### src/rtl/blk_xfer_pkg.sv
package blk_xfer_pkg;
  typedef enum logic {
    ST_IDLE = 1'b0,
    ST_RUN  = 1'b1
  } bx_state_e;

  // direction encoding on cfg_dir
  localparam logic DIR_SHR_TO_LCL = 1'b0;
  localparam logic DIR_LCL_TO_SHR = 1'b1;

  typedef struct packed {
    logic to_shared;
    logic lcl_step;
    logic shr_step;
  } bx_mode_t;
endpackage

### src/rtl/bx_addr_gen.sv
module bx_addr_gen #(
  parameter int AW    = 8,
  parameter int DEPTH = 256
) (
  input  logic          clk,
  input  logic          rst_n,
  input  logic          load,
  input  logic [AW-1:0] load_val,
  input  logic          step,
  output logic [AW-1:0] addr
);
  localparam logic [AW-1:0] TOP = AW'(DEPTH - 1);

  logic [AW-1:0] q, nxt;

  generate
    if (DEPTH == (1 << AW)) begin : g_pow2
      assign nxt = q + 1'b1;
    end else begin : g_cmp
      assign nxt = (q == TOP) ? '0 : q + 1'b1;
    end
  endgenerate

  always_ff @(posedge clk or negedge rst_n) begin
    if (!rst_n)    q <= '0;
    else if (load) q <= load_val;
    else if (step) q <= nxt;
  end

  assign addr = q;

  // wrap at the top of the range
  p_wrap_r12: assert property (@(posedge clk) disable iff (!rst_n)
    (step && !load && q == TOP) |=> (q == '0));
  // one step per granted word
  p_step_r4: assert property (@(posedge clk) disable iff (!rst_n)
    (step && !load && q != TOP) |=> (q == $past(q) + 1'b1));
  // address holds without a step
  p_hold_r8: assert property (@(posedge clk) disable iff (!rst_n)
    (!step && !load) |=> $stable(q));
endmodule

### src/rtl/bx_word_ctr.sv
module bx_word_ctr #(
  parameter int W = 8
) (
  input  logic         clk,
  input  logic         rst_n,
  input  logic         load,
  input  logic [W-1:0] load_val,
  input  logic         dec,
  output logic         last
);
  logic [W-1:0] rem;

  always_ff @(posedge clk or negedge rst_n) begin
    if (!rst_n)    rem <= '0;
    else if (load) rem <= load_val;
    else if (dec)  rem <= rem - 1'b1;
  end

  assign last = (rem == W'(1));

  // a word is never taken past the programmed count
  p_no_underflow_r10: assert property (@(posedge clk) disable iff (!rst_n)
    (dec && !load) |-> (rem != '0));
endmodule

### src/rtl/blk_xfer_eng.sv
module blk_xfer_eng
  import blk_xfer_pkg::*;
#(
  parameter int DATA_W    = 32,
  parameter int LCL_DEPTH = 64,
  parameter int SHR_AW    = 16,
  parameter int CNT_W     = 8,
  localparam int LCL_AW   = $clog2(LCL_DEPTH)
) (
  input  logic              clk,
  input  logic              rst_n,
  input  logic              start,
  input  logic [CNT_W-1:0]  cfg_count,
  input  logic [LCL_AW-1:0] cfg_lcl_addr,
  input  logic [SHR_AW-1:0] cfg_shr_addr,
  input  logic              cfg_dir,
  input  logic              cfg_lcl_inc,
  input  logic              cfg_shr_inc,
  output logic              busy,
  output logic              done,
  output logic [LCL_AW-1:0] lcl_addr,
  output logic              lcl_we,
  output logic [DATA_W-1:0] lcl_wdata,
  input  logic [DATA_W-1:0] lcl_rdata,
  output logic              shr_req,
  input  logic              shr_gnt,
  output logic              shr_we,
  output logic [SHR_AW-1:0] shr_addr,
  output logic [DATA_W-1:0] shr_wdata,
  input  logic [DATA_W-1:0] shr_rdata
);
  localparam int SHR_DEPTH = 1 << SHR_AW;

  bx_state_e state_q;
  bx_mode_t  mode_q;
  logic      done_q;
  logic      accept, launch, beat, last_beat;

  assign accept = start && (state_q == ST_IDLE);
  assign launch = accept && (cfg_count != '0);
  assign beat   = (state_q == ST_RUN) && shr_gnt;

  always_ff @(posedge clk or negedge rst_n) begin
    if (!rst_n) begin
      state_q <= ST_IDLE;
      mode_q  <= '0;
      done_q  <= 1'b0;
    end else begin
      done_q <= 1'b0;
      if (accept) begin
        if (cfg_count == '0) begin
          done_q <= 1'b1;
        end else begin
          state_q <= ST_RUN;
          mode_q  <= '{to_shared: cfg_dir, lcl_step: cfg_lcl_inc, shr_step: cfg_shr_inc};
        end
      end else if (beat && last_beat) begin
        state_q <= ST_IDLE;
        done_q  <= 1'b1;
      end
    end
  end

  bx_addr_gen #(.AW(LCL_AW), .DEPTH(LCL_DEPTH)) u_lcl_addr (
    .clk(clk), .rst_n(rst_n), .load(launch), .load_val(cfg_lcl_addr),
    .step(beat && mode_q.lcl_step), .addr(lcl_addr)
  );

  bx_addr_gen #(.AW(SHR_AW), .DEPTH(SHR_DEPTH)) u_shr_addr (
    .clk(clk), .rst_n(rst_n), .load(launch), .load_val(cfg_shr_addr),
    .step(beat && mode_q.shr_step), .addr(shr_addr)
  );

  bx_word_ctr #(.W(CNT_W)) u_ctr (
    .clk(clk), .rst_n(rst_n), .load(launch), .load_val(cfg_count),
    .dec(beat), .last(last_beat)
  );

  assign busy      = (state_q == ST_RUN);
  assign done      = done_q;
  assign shr_req   = busy;
  assign shr_we    = busy && (mode_q.to_shared == DIR_LCL_TO_SHR);
  assign shr_wdata = lcl_rdata;
  assign lcl_we    = beat && (mode_q.to_shared == DIR_SHR_TO_LCL);
  assign lcl_wdata = shr_rdata;

  p_done_pulse_r10: assert property (@(posedge clk) disable iff (!rst_n)
    done |=> !done);
  p_done_idle_r10: assert property (@(posedge clk) disable iff (!rst_n)
    done |-> !busy);
  p_zero_cnt_r9: assert property (@(posedge clk) disable iff (!rst_n)
    (start && !busy && cfg_count == '0) |=> (done && !shr_req));
  p_stall_hold_r8: assert property (@(posedge clk) disable iff (!rst_n)
    (shr_req && !shr_gnt) |=> (shr_req && $stable(shr_addr) && $stable(lcl_addr)));
  p_lcl_wr_r2: assert property (@(posedge clk) disable iff (!rst_n)
    lcl_we |-> (shr_req && shr_gnt && !shr_we));
  p_shr_wr_r3: assert property (@(posedge clk) disable iff (!rst_n)
    shr_we |-> (shr_req && !lcl_we));
  p_start_ign_r11: assert property (@(posedge clk) disable iff (!rst_n)
    (busy && start && !shr_gnt) |=> (busy && $stable(shr_addr) && $stable(lcl_addr)));
endmodule

### config.mk
export PLATFORM = sky130hd
export DESIGN_NAME = blk_xfer_eng
export DESIGN_NICKNAME = d
export VERILOG_FILES = /design/src/rtl/blk_xfer_pkg.sv /design/src/rtl/bx_addr_gen.sv /design/src/rtl/bx_word_ctr.sv /design/src/rtl/blk_xfer_eng.sv
export SDC_FILE = /design/constraint.sdc
export NUM_CORES = 1
export LEC_CHECK = 0
export BUFFER_PORTS_ARGS = -buffer_cell sky130_fd_sc_hd__buf_2
export CORE_ASPECT_RATIO = 1.4
export CORE_UTILIZATION = 35
export CTS_CLUSTER_DIAMETER = 80
export CTS_CLUSTER_SIZE = 20
export DETAILED_ROUTE_END_ITERATION = 16
export GPL_TIMING_DRIVEN = 0
export PLACE_DENSITY = 0.71
export SLEW_MARGIN = 5
export SYNTH_ARGS = -nofsm -noshare
export SYNTH_HDL_FRONTEND = slang
export SYNTH_SLANG_ARGS = --single-unit
### constraint.sdc
create_clock -name clk -period 1.9 [get_ports clk]
set_input_delay 0.095 -clock clk [delete_from_list [all_inputs] [get_ports clk]]
set_output_delay 0.095 -clock clk [all_outputs]
set_load 0.03 [all_outputs]
==> results of run 1 <==
## sequential cells by signal, summed over array words and instances (netlist names)
| name | flops |
|---|---|
| u_shr_addr.addr | 16 |
| u_ctr.rem | 8 |
| u_lcl_addr.addr | 6 |
| mode_q | 3 |
| busy | 1 |
| done | 1 |
## kinds of logic after synthesis
family,after synthesis
AND/OR/NAND/NOR,95
buffers and inverters,80
AO/OA/AOI/OAI,38
flip-flops,35
XOR/XNOR,20
multiplexers,5
adder cells (fa/ha/maj),4
## per-layer routing
layer  part of all wire (%)  vias to the layer above  global-route usage, %  wire length (um)
met2                     54                      132                   35.6              3500
li1                       -                     1153                      -                 -
met5                      0                        -                      0                 0
met3                    6.8                        6                   2.81               445
met4                   0.95                        0                   4.22                62
met1                     38                     1087                   18.9              2490
## synth_stat cells, drive strengths merged, types with 2 or more instances
cell    count
a21o        2
a21oi       2
a221o       2
a31oi       3
buf        68
clkbuf      8
dfrtp      35
ha          4
inv         4
mux2i       4
nand2      40
nand3      11
nand4       7
nor2       11
nor3        6
nor4        8
o211ai      2
o21ai      23
or3         3
or4         2
xnor2      15
xor2        5
## stage by stage
step	area [um^2]	util, %	hold WS, ns
CTS	3300	49.9	0.00306
detailed placement	3150	47.6	0.246
global placement	3150	47.6	0.239
finish	3320	50.3	0.00843
global route	3320	50.3	0.0136
floorplan	2400	-	-0.201
## critical path, delay by kind of cell, from the launching register on
family          cells  cell delay [ns]
simple gates        3             1.07
compound gates      1             0.17
flops               1             0.46
## cells in the final DEF (no fill, tap or decap), types with 6 or more instances in the layout
| master | synthesis | routed |
|---|---|---|
| o21ai_0 | 23 | 23 |
| nand3_1 | 11 | 11 |
| clkbuf_8 | 0 | 6 |
| nor2_1 | 11 | 11 |
| buf_4 | 65 | 67 |
| nand4_1 | 6 | 6 |
| buf_2 | 1 | 127 |
| nand2_1 | 40 | 40 |
| xnor2_1 | 15 | 15 |
| dfrtp_1 | 35 | 31 |
| nor4_1 | 8 | 7 |
| nor3_1 | 6 | 6 |
## worst max path at each step
stage | to | slack [ns]
after floorplan | u_shr_addr.addr[13] | 0.02
after global routing | u_shr_addr.addr[4] | 0.009
final | u_shr_addr.addr[13] | 0.11
after CTS | lcl_we | 0.03
after detailed placement | u_shr_addr.addr[5] | -0.29
after global placement | u_shr_addr.addr[5] | -0.29
## power groups by stage
stage	sequential, uW	clock (uW)	combinational (uW)
final	1530	574	2040
after global routing	1590	630	2230
after CTS	1510	600	2050
after detailed placement	1530	0	2030
after global placement	1510	0	1990
after floorplan	1900	0	1030
## what timing repair did
item	in CTS	in global routing
buffers inserted	2	0
hold endpoints to repair	38	0
hold buffers	4	0
endpoints found under the setup margin	30	27
resized for setup	5	14
pin swaps	1	0
cloned	0	0
## cell type report
type / instances / area (um^2)
fill: 638 / 3290
multi-input combinational: 162 / 985
sequential: 35 / 881
timing repair buffer: 132 / 686
buffer: 76 / 548
tap: 92 / 115
clock buffer: 7 / 86.3
inverter: 4 / 15.0
clock inverter: 1 / 8.76
==> reports/summary.txt, run 1 <==
Final #Nets - 521
Total congestion overflow - 0
Fmax - 559 MHz
Total number of vias - 2378
Worst path required time - 2.10 ns
Logic pwr share - 49.3%
Clk buf depth - 2
Largest net degree at the start of global routing - 36
Slew Viols, Final - 0
Max FO, Critical Path - 6
Sequential area share after synthesis - 36.5%
Post-Synth XOR/XNOR Area - 7.30%
R2R cell count - 4
DRC Markers - 0
Final TNS setup - 0 ns
Min-Delay Path Class - input port to flip-flop
Peak VDD IR - 671 uV
Ports - 192
Initial antenna violation count - 0
IO Port Bufs - 126
Top area cells in the synthesized netlist - dfrtp_1 (36%), buf_4 (20%), nand2_1 (6.3%)
GPL Wtd Cong - 0.774
Reg2reg end - u_shr_addr.addr[13]
Slowest-stage cell, CP - or4_4
Total power - 4140 uW
Clk pwr share - 13.9%
Synthesized area - 0.00240 mm^2
Post-synthesis cell count - 277
R2r setup slk - 0.11 ns
Endpoint class of the critical path - flip-flop
Synth Area in Adders - 2.09%
Switch Pwr - 1970 uW
Switching Fraction - 47.5%
Post-synth EDFFs - 0
Crit path cell chain - nand3_1 -> or4_4 -> or3_1 -> a31oi_1
Die height - 100 um
Initial Util - 36.3%
Clk_lat worst skew - 0.28 ns
Power per Cell Area - 1250 mW/mm^2
First-pass GRT wire length - 9960 um
Area grow syn2layout - 38.5%
P_leak - 0.00165 uW
Crit share post-route - 94.1%
Total Routed Length - 6500 um
Final setup margin - 0.113 ns
Vias in the first global route - 2214
Root buf cell - clkbuf_8
Yosys top cell area share - 36.5%
#FFs+latches synth - 35
Endpoints failing setup - 0
Detailed Route Iter0 Violations - 33
WHS Endpoint - u_shr_addr.addr[8]
Detailed-router iteration count before antenna repair - 4
Synth area leader - dfrtp_1
Post-Layout Cell Count - 509
Setup crit start - u_shr_addr.addr[6]
DR vias/cell - 4.67
Final clock skew - 0.0135 ns
Final hold vios - 0
Hold path startpoint - cfg_shr_addr[8]
R2R Path Start - u_shr_addr.addr[6]
Synth Area in Compound Gates - 9.49%
Core Rows - 35
Most used flip-flop cell after synthesis - dfrtp_1
Normalized max-slew margin - 43.9%
Simple-gate share of the synthesized area - 19.8%
Status - completed
WP data arrival - 1.98 ns
Wirelength per Cell - 12.8 um
CTS sink cnt - 35
Mux contribution to synthesized area - 2.14%
Number of max-cap violations - 0
Post-DP HPWL - 5060 um
Worst path max stage delay - 0.55 ns
Ys async rst share - 100%
WS Path Type - flip-flop to flip-flop
Worst-Margin Slew - 0.841 ns
Antenna diodes - 0
Hold Path Stages - 3
Final ANT Viol Nets - 0
Die area - 0.00720 mm^2
Die Wd - 72.0 um
Total CTS buffers - 5
Mapped Nets - 382
Clk slew on worst S/H paths - 0.08 ns
Share of cells above drive strength 1 - 51.6%
Post-Place Setup Slack - -0.290 ns
Sequential Power Share - 36.9%
Syn. warnings - 0
TritonCTS clock tree - yes
Cell-internal power - 2170 uW
Total track usage - 17.8%
CP Launch Type - flip-flop
Main combinational cell family by area after synthesis - buffers and inverters
Number of cells after detailed placement - 495
Min Tclk post-route - 1.79 ns
Core Area - 0.00661 mm^2
H-tree levels - 2
Netlist cell types - 38
Mapped Avg Cell Area - 8.66 um^2
Unrepaired setup endpoints after global routing - false
Note: power is estimated with default switching activity, not from simulation.
==> inputs of run 2 (changes only) <==
==> constraint.sdc (replaced) <==
create_clock -name clk -period 1.9 [get_ports clk]
set_input_delay 0.19 -clock clk [delete_from_list [all_inputs] [get_ports clk]]
set_output_delay 0.19 -clock clk [all_outputs]
set_load 0.03 [all_outputs]
==> reports/summary.txt, run 2 (same netlist as run 1, synthesis figures left out) <==
Status - completed
H-tree levels - 2
Number of max-cap violations - 0
Final ANT Viol Nets - 0
Unrepaired setup endpoints after global routing - false
Total track usage - 17.7%
IO Port Bufs - 126
Detailed-router iteration count before antenna repair - 4
Worst-Margin Slew - 0.842 ns
Min Tclk post-route - 1.78 ns
Fillcell total - 638
DRC Markers - 0
TritonCTS clock tree - yes
Wirelength per Cell - 12.8 um
Core Rows - 35
Core Util, Final - 49.7%
Post-DP HPWL - 5060 um
Area grow syn2layout - 36.9%
Endpoints failing setup - 0
Number of cells after detailed placement - 495
Endpoint class of the critical path - flip-flop
Slowest-stage cell, CP - or4_4
Final clock skew - 0.0133 ns
Peak VDD IR - 714 uV
Die area - 0.00720 mm^2
CTS sink cnt - 35
Clk buf depth - 2
Post-Place Setup Slack - -0.290 ns
Design area - 0.00328 mm^2
Max FO, Critical Path - 6
Worst path required time - 2.10 ns
Crit-path leading delay family - simple AND/OR/NAND/NOR gates
Total Routed Length - 6480 um
Share of cells above drive strength 1 - 52.1%
Detailed Route Iter0 Violations - 32
CP Launch Type - flip-flop
Total number of vias - 2373
Clk slew on worst S/H paths - 0.08 ns
Ports - 192
WS Path Type - flip-flop to flip-flop
Area after DPL - 0.00315 mm^2
Final setup margin - 0.116 ns
Crit share post-route - 93.9%
Largest net degree at the start of global routing - 36
Worst path max stage delay - 0.55 ns
Clk_lat worst skew - 0.28 ns
Power per Cell Area - 1260 mW/mm^2
Largest register FFs - 16
Commonest non-fill, non-tap cell in the layout - buf_2
First-pass GRT wire length - 9890 um
Slew Viols, Final - 0
Total congestion overflow - 0
Vias in the first global route - 2176
Normalized max-slew margin - 43.8%
Worst path bufs/invs - 0
Crit path cell chain - nand3_1 -> or4_4 -> or3_1 -> a31oi_1
DR vias/cell - 4.70
Core Area - 0.00661 mm^2
GPL Wtd Cong - 0.774
Total CTS buffers - 5
Min-Delay Path Class - input port to asynchronous set/reset pin
Antenna diodes - 0
P_leak - 0.00163 uW
Die height - 100 um
Most frequent cells in the layout - buf_2 (128), buf_4 (67), nand2_1 (40), dfrtp_1 (31), o21ai_0 (23)
Root buf cell - clkbuf_8
Fmax - 560 MHz
Post-Layout Cell Count - 505
Initial antenna violation count - 0
Initial Util - 36.3%
Final #Nets - 517
Final hold vios - 0
WP data arrival - 1.98 ns
Die Wd - 72.0 um
-- run 2: timing repair --
action	4_1_cts	5_1_grt
resized for setup	6	13
buffers inserted	0	2
pin swaps	0	1
hold buffers	0	0
endpoints found under the setup margin	30	29
-- run 2: final timing paths --
check                              startpoint                   to  slack, ns  cells after the start
setup / recovery           u_shr_addr.addr[6]  u_shr_addr.addr[13]       0.12                      4
hold / removal                          rst_n         u_ctr.rem[5]      0.009                      1
setup reg to reg           u_shr_addr.addr[6]  u_shr_addr.addr[13]       0.12                      4
hold reg to reg                  u_ctr.rem[7]         u_ctr.rem[7]       0.50                      1
max in group asynchronous               rst_n   u_shr_addr.addr[2]       1.31                      1
min in group clk                      cfg_dir            mode_q[2]       0.10                      3
-- run 2: stage by stage --
stage / hold slack (ns) / power (uW) / setup TNS [ns]
floorplan: -0.106 / 2930 / 0
global placement: 0.334 / 3490 / -5.82
detailed placement: 0.341 / 3550 / -5.17
CTS: 0.0323 / 4150 / 0
global route: 0.0592 / 4440 / 0
finish: 0.00948 / 4140 / 0
-- run 2: where the power goes --
group / internal [uW] / leakage (uW) / switching, uW
Combinational: 770 / 0.00116 / 1260
Sequential: 1100 / 0.000419 / 425
Clock: 297 / 0.0000484 / 279
Total: 2170 / 0.00163 / 1970
-- run 2: per-layer routing --
metal  vias up  GRT usage (%)  share of wire [%]
met3         5           2.81                7.1
met2       133           35.2                 54
met5         -              0                  0
met4         0           4.22               0.69
met1      1089           18.9                 38
li1       1146              -                  -
-- run 2: area by class of cell --
class | instances | area, um^2 | area share [%]
flip-flops and latches | 35 | 881 | 26.8
inverters | 4 | 15.0 | 0.457
multi-input cells | 162 | 985 | 30.0
clock inverters | 1 | 8.76 | 0.267
plain buffers | 76 | 548 | 16.7
repair buffers | 128 | 646 | 19.7
clock buffers | 7 | 86.3 | 2.63
well taps | 92 | 115 | 3.50
